**src/rtl/esd_pkg.sv**
```systemverilog
package esd_pkg;
  localparam int BYTE_W = 8;
  localparam int PC_W   = $clog2(BYTE_W + 1);

  typedef enum logic [1:0] {
    VC_CLEAN  = 2'd0,
    VC_CORR   = 2'd1,
    VC_ERASED = 2'd2,
    VC_FAIL   = 2'd3
  } verdict_e;
endpackage

```
**src/rtl/esd_zero_count.sv**
```systemverilog
module esd_zero_count
  import esd_pkg::*;
(
  input  logic [BYTE_W-1:0] byte_i,
  output logic [PC_W-1:0]   zeros_o
);
  logic [BYTE_W-1:0] inv;

  for (genvar b = 0; b < BYTE_W; b++) begin : g_inv
    assign inv[b] = ~byte_i[b];
  end

  always_comb begin
    zeros_o = '0;
    for (int b = 0; b < BYTE_W; b++) zeros_o = zeros_o + PC_W'(inv[b]);
  end
endmodule

```
**src/rtl/esd_accum.sv**
```systemverilog
module esd_accum
  import esd_pkg::*;
#(
  parameter int DATA_BYTES = 512,
  parameter int ECC_BYTES  = 13,
  parameter int LIMIT      = 8
) (
  input  logic            clk_i,
  input  logic            rst_ni,
  input  logic            beat_i,
  input  logic            last_i,
  input  logic [PC_W-1:0] zeros_i,
  output logic            len_ok_o,
  output logic            zero_ok_o
);
  localparam int TOTAL = DATA_BYTES + ECC_BYTES;
  localparam int CNT_W = $clog2(TOTAL + 2);
  localparam int ZW    = $clog2(LIMIT + 2);
  localparam int SW    = ZW + PC_W + 1;
  localparam logic [CNT_W-1:0] TOTAL_C = CNT_W'(TOTAL);
  localparam logic [CNT_W-1:0] MAX_C   = CNT_W'(TOTAL + 1);
  localparam logic [CNT_W-1:0] DATA_C  = CNT_W'(DATA_BYTES);
  localparam logic [SW-1:0]    SAT_C   = SW'(LIMIT + 1);
  localparam logic [SW-1:0]    LIM_C   = SW'(LIMIT);

  logic             sop_q, over_q;
  logic [CNT_W-1:0] byte_q;
  logic [ZW-1:0]    dz_q, ez_q;

  logic             over_base, over_nxt, in_ecc;
  logic [CNT_W-1:0] byte_base, byte_nxt;
  logic [ZW-1:0]    dz_base, ez_base, dz_nxt, ez_nxt;
  logic [SW-1:0]    sum_nxt;

  function automatic logic [ZW-1:0] sat_add(logic [ZW-1:0] a, logic [PC_W-1:0] b);
    logic [SW-1:0] t;
    t = SW'(a) + SW'(b);
    return (t > SAT_C) ? SAT_C[ZW-1:0] : t[ZW-1:0];
  endfunction

  always_comb begin
    byte_base = sop_q ? '0   : byte_q;
    dz_base   = sop_q ? '0   : dz_q;
    ez_base   = sop_q ? '0   : ez_q;
    over_base = sop_q ? 1'b0 : over_q;
    in_ecc    = byte_base >= DATA_C;
    dz_nxt    = dz_base;
    ez_nxt    = ez_base;
    // early exit: freeze both counters once the limit is passed
    if (!over_base) begin
      if (in_ecc) ez_nxt = sat_add(ez_base, zeros_i);
      else        dz_nxt = sat_add(dz_base, zeros_i);
    end
    sum_nxt  = SW'(dz_nxt) + SW'(ez_nxt);
    over_nxt = over_base | (sum_nxt > LIM_C);
    byte_nxt = (byte_base == MAX_C) ? byte_base : byte_base + 1'b1;
  end

  assign len_ok_o  = byte_nxt == TOTAL_C;
  assign zero_ok_o = !over_nxt;

  always_ff @(posedge clk_i or negedge rst_ni) begin
    if (!rst_ni) begin
      sop_q  <= 1'b1;
      over_q <= 1'b0;
      byte_q <= '0;
      dz_q   <= '0;
      ez_q   <= '0;
    end else if (beat_i) begin
      sop_q  <= last_i;
      over_q <= over_nxt;
      byte_q <= byte_nxt;
      dz_q   <= dz_nxt;
      ez_q   <= ez_nxt;
    end
  end
endmodule

```
**src/rtl/esd_decide.sv**
```systemverilog
module esd_decide
  import esd_pkg::*;
#(
  parameter int LIMIT = 8,
  parameter int ERR_W = 4
) (
  input  logic             clk_i,
  input  logic             rst_ni,
  input  logic             fire_i,
  input  logic             len_ok_i,
  input  logic             zero_ok_i,
  input  logic [ERR_W-1:0] err_cnt_i,
  output logic             valid_o,
  output verdict_e         verdict_o,
  output logic             fill_o,
  output logic             len_err_o
);
  localparam logic [ERR_W-1:0] LIM_C = ERR_W'(LIMIT);

  verdict_e v_d;

  always_comb begin
    if (!len_ok_i)               v_d = VC_FAIL;
    else if (err_cnt_i == '0)    v_d = VC_CLEAN;
    else if (err_cnt_i <= LIM_C) v_d = VC_CORR;
    else if (zero_ok_i)          v_d = VC_ERASED;
    else                         v_d = VC_FAIL;
  end

  always_ff @(posedge clk_i or negedge rst_ni) begin
    if (!rst_ni) begin
      valid_o   <= 1'b0;
      verdict_o <= VC_CLEAN;
      fill_o    <= 1'b0;
      len_err_o <= 1'b0;
    end else begin
      valid_o   <= fire_i;
      verdict_o <= fire_i ? v_d : VC_CLEAN;
      fill_o    <= fire_i && len_ok_i && (err_cnt_i > LIM_C) && zero_ok_i;
      len_err_o <= fire_i && !len_ok_i;
    end
  end
endmodule

```
**src/rtl/erased_sector_detect.sv**
```systemverilog
module erased_sector_detect
  import esd_pkg::*;
#(
  parameter int DATA_BYTES = 512,
  parameter int ECC_BYTES  = 13,
  parameter int LIMIT      = 8,
  parameter int ERR_W      = 4
) (
  input  logic             clk_i,
  input  logic             rst_ni,
  input  logic             s_valid_i,
  output logic             s_ready_o,
  input  logic [7:0]       s_data_i,
  input  logic             s_last_i,
  input  logic [ERR_W-1:0] dec_err_cnt_i,
  output logic             res_valid_o,
  output logic [1:0]       res_verdict_o,
  output logic             res_fill_o,
  output logic             res_len_err_o
);
  logic            ready_q, beat, len_ok, zero_ok;
  logic [PC_W-1:0] zeros;
  verdict_e        verdict;

  always_ff @(posedge clk_i or negedge rst_ni) begin
    if (!rst_ni) ready_q <= 1'b0;
    else         ready_q <= 1'b1;
  end

  assign s_ready_o = ready_q;
  assign beat      = s_valid_i & ready_q;

  esd_zero_count u_zc (
    .byte_i  (s_data_i),
    .zeros_o (zeros)
  );

  esd_accum #(
    .DATA_BYTES (DATA_BYTES),
    .ECC_BYTES  (ECC_BYTES),
    .LIMIT      (LIMIT)
  ) u_acc (
    .clk_i     (clk_i),
    .rst_ni    (rst_ni),
    .beat_i    (beat),
    .last_i    (s_last_i),
    .zeros_i   (zeros),
    .len_ok_o  (len_ok),
    .zero_ok_o (zero_ok)
  );

  esd_decide #(
    .LIMIT (LIMIT),
    .ERR_W (ERR_W)
  ) u_dec (
    .clk_i     (clk_i),
    .rst_ni    (rst_ni),
    .fire_i    (beat & s_last_i),
    .len_ok_i  (len_ok),
    .zero_ok_i (zero_ok),
    .err_cnt_i (dec_err_cnt_i),
    .valid_o   (res_valid_o),
    .verdict_o (verdict),
    .fill_o    (res_fill_o),
    .len_err_o (res_len_err_o)
  );

  assign res_verdict_o = verdict;
endmodule

```
**config.mk**
```make
export PLATFORM = sky130hd
export DESIGN_NAME = erased_sector_detect
export DESIGN_NICKNAME = d
export VERILOG_FILES = /design/src/rtl/esd_pkg.sv /design/src/rtl/esd_zero_count.sv /design/src/rtl/esd_accum.sv /design/src/rtl/esd_decide.sv /design/src/rtl/erased_sector_detect.sv
export SDC_FILE = /design/constraint.sdc
export NUM_CORES = 1
export LEC_CHECK = 0
export CAP_MARGIN = 20
export CORE_MARGIN = 4
export CORE_UTILIZATION = 40
export CTS_BUF_LIST = sky130_fd_sc_hd__clkbuf_16
export CTS_CLUSTER_SIZE = 14
export DETAILED_ROUTE_END_ITERATION = 10
export GPL_ROUTABILITY_DRIVEN = 0
export GPL_TIMING_DRIVEN = 1
export HOLD_SLACK_MARGIN = 0.03
export SLEW_MARGIN = 20
export SYNTH_ARGS = -nofsm -noshare
export SYNTH_HDL_FRONTEND = slang
export SYNTH_SLANG_ARGS = --single-unit
```
**constraint.sdc**
```tcl
create_clock -name clk_i -period 10.1 [get_ports clk_i]
set_clock_uncertainty 0.15 [all_clocks]
set_input_delay 1.01 -clock clk_i [delete_from_list [all_inputs] [get_ports clk_i]]
set_output_delay 1.01 -clock clk_i [all_outputs]
set_load 0.05 [all_outputs]
```
==> metrics.yaml <==
route.vias.total: 1798
rsz0062_at_grt: "no"
firstDrtPassIters: 4
synth_compound_area_share_pct: 21.3
hold_buffers: 0
setup_viol: 0
endpoint_kind: "flip-flop"
synth.distinct_cells: 58
synthXorXnorAreaFrac_pct: 2.39
synthAdderAreaFrac_pct: 16.6
die_w_um: 82.1
fin_area_um2: 2550
grtUsageTotal_pct: 16.2
status: "finished, final reports clean"
synth_ff_type: "dfrtp_1"
cts_buffer_depth: 2
grt_pass1_wl_um: 8600
peakVddDrop_mv: 0.104
slowest_stage: "fa_1"
row_count: 26
cts_max_level: 1
crit_type: "in2reg"
cts_setup_buffers: 0
cts_buffers: 3
critPathArrivalTime_ps: 6710
final_cell_count_no_fill: 336
p_per_area_nw_per_um2: 191
setup_tns_ps: 0
synth_top_area_cell: "dfrtp_1"
syn-cell-area_um2: 2200
multi_input_area_um2: 1410
cts_resized: 0
crit_chain: "clkdlybuf4s50_1 -> inv_1 -> ha_1 -> fa_1 -> fa_1 -> fa_1 -> inv_1 -> fa_1 -> inv_1 -> ha_1 -> a21o_1 -> a21oi_1 -> xor2_1 -> a21o_1 -> a31oi_1 -> ha_1 -> fa_1 -> o32a_1 -> o221ai_1 -> a21oi_1 -> nor3_1 -> and4b_1"
cts_sinks: 26
final_nets: 308
fmax_mhz: 150
die-area_um2: 6740
wirelength_um: 4800
maxCapViolCount: 0
synth_edf_count: 0
hold_depth: 1
grt_max_degree: 30
synth_seq_cells: 26
place_inst: 332
cp.required_ps: 10150
slew_viol_final: 0
fillers: 523
avgViaCountPerCell: 5.35
synth_top_family_by_area: "simple AND/OR/NAND/NOR gates"
synthMuxAreaShare_pct: 1.48
drive_gt1_share_pct: 5.64
io_buffers: 21
clk_latency_ps: 260
start_util_pct: 42.2
cts_tree: "done"
period_needed_ps: 6660
cp_common_cell: "fa_1"
syn_inst: 252
diodes: 0
ant_nets: 0
synthesis.nets: 293
hold_viol: 0
worst_pin_slew_ps: 808
grt.overflow.total: 0
hpwl_um: 3590
cts.root.buffer_cell: "clkbuf_16"
synth_area_leaders: "dfrtp_1, ha_1, fa_1"
max_stage_delay_ps: 520
grt_pass1_vias: 1845
crit_fanout: 6
top_level_ports: 22
min_path_type: "reg2reg"
yosysTopAreaCellShare_pct: 28.5
coreArea_um2: 5200
synthMostInstantiatedCell: "nand2_1"
ys_async_sr_fraction_pct: 100
synth_commonest_cells: "nand2_1, dfrtp_1, inv_1, ha_1, nor2_1"
syn-mean-instance-area_um2: 8.71
area_delta_synth_final_pct: 16.2
dr.first_iter.drc_count: 112
antenna_found_initial: 0
max_slew_margin_pct: 46.0
reg2regPathDepth: 13
ff_latch_area_um2: 652
synth-seq-area-share_pct: 29.7
total_leakage_power_nw: 1.22
synth_warnings: 0
wl_per_cell_um: 14.3
synthSimpleGateAreaFrac_pct: 22.3
cp-start-kind: "input port"
place_area_um2: 2450
die_height_um: 82.1
drc: 0
post-route-period-util_pct: 65.9
cts.clk_slew.worst_paths_ps: 70
-- cells in the final DEF (no fill, tap or decap), types with 3 or more instances in the layout --
| cell type | count |
|---|---|
| nand3_1 | 5 |
| a32o_1 | 3 |
| dfrtp_1 | 25 |
| a21oi_1 | 14 |
| inv_1 | 19 |
| nor3_1 | 4 |
| nor2_1 | 17 |
| o21ai_0 | 16 |
| nand2_1 | 31 |
| nor2b_1 | 10 |
| a22o_1 | 3 |
| clkdlybuf4s50_1 | 21 |
| fa_1 | 7 |
| and4b_1 | 3 |
| clkbuf_16 | 3 |
| ha_1 | 18 |
| xor2_1 | 4 |
| a31oi_1 | 4 |
| a21o_1 | 7 |
-- per-layer routing --
| metal | vias to the layer above | GRT usage (%) | wire [um] |
|---|---|---|---|
| met5 | - | 0 | 0 |
| met4 | 0 | 2.66 | 25 |
| met3 | 2 | 3.04 | 135 |
| met2 | 23 | 26.7 | 2240 |
| met1 | 852 | 22.6 | 2400 |
| li1 | 921 | - | - |
-- flip-flops by register name, summed over array words and instances (netlist names) --
register         flops
u_acc.sop_q          1
u_acc.over_q         1
s_ready_o            1
u_dec.verdict_o      2
u_dec.valid_o        1
u_acc.dz_q           4
u_acc.byte_q        10
u_dec.len_err_o      1
u_acc.ez_q           4
u_dec.fill_o         1
-- where the power goes --
| part | internal, mW | switching, mW | total (mW) |
|---|---|---|---|
| clock | 0.0788 | 0.0357 | 0.115 |
| combinational | 0.102 | 0.121 | 0.223 |
| sequential | 0.122 | 0.0268 | 0.149 |
| total | 0.303 | 0.184 | 0.486 |
-- worst max-delay path, delay by kind of cell --
kind	cells	cell delay (ps)
xor+xnor	1	380
buf+inv	4	740
simple gates	2	360
fa+ha+maj	8	3030
compound gates	7	1220
-- area by class of cell --
class | count | area share [%]
timing repair buffer | 23 | 8.82
inverter | 19 | 2.79
multi-input combinational | 194 | 55.3
tap | 70 | 3.43
sequential | 26 | 25.5
clock inverter | 1 | 1.18
clock buffer | 3 | 2.94
-- cells by family after synthesis --
logic type                 count (synthesis)
AOI/OAI and AO/OA                         69
xor gates and xnor gates                   6
adders and majority gates                 25
buffers and inverters                     32
DFF                                       26
muxes                                      3
other                                      1
and+or+nand+nor                           90
-- final timing paths --
check	from	slack, ps	end
max	s_data_i[0]	3440	u_dec.fill_o
min in group asynchronous	rst_ni	970	u_acc.ez_q[1]
min	u_acc.dz_q[2]	370	u_acc.dz_q[2]
max in group asynchronous	rst_ni	8520	u_acc.sop_q
min reg2reg	u_acc.dz_q[2]	370	u_acc.dz_q[2]
max reg2reg	u_acc.sop_q	5780	u_dec.fill_o
-- metrics by stage --
step	utilization (%)	setup WS [ps]	hold slack, ps	power, mW
floorplan	-	3980	316	0.325
global placement	47.0	3280	344	0.372
detailed placement	47.0	3140	361	0.375
CTS	49.0	3420	377	0.493
global route	49.0	3090	402	0.531
finish	49.0	3440	372	0.486
Note: power is estimated with default switching activity, not from simulation.
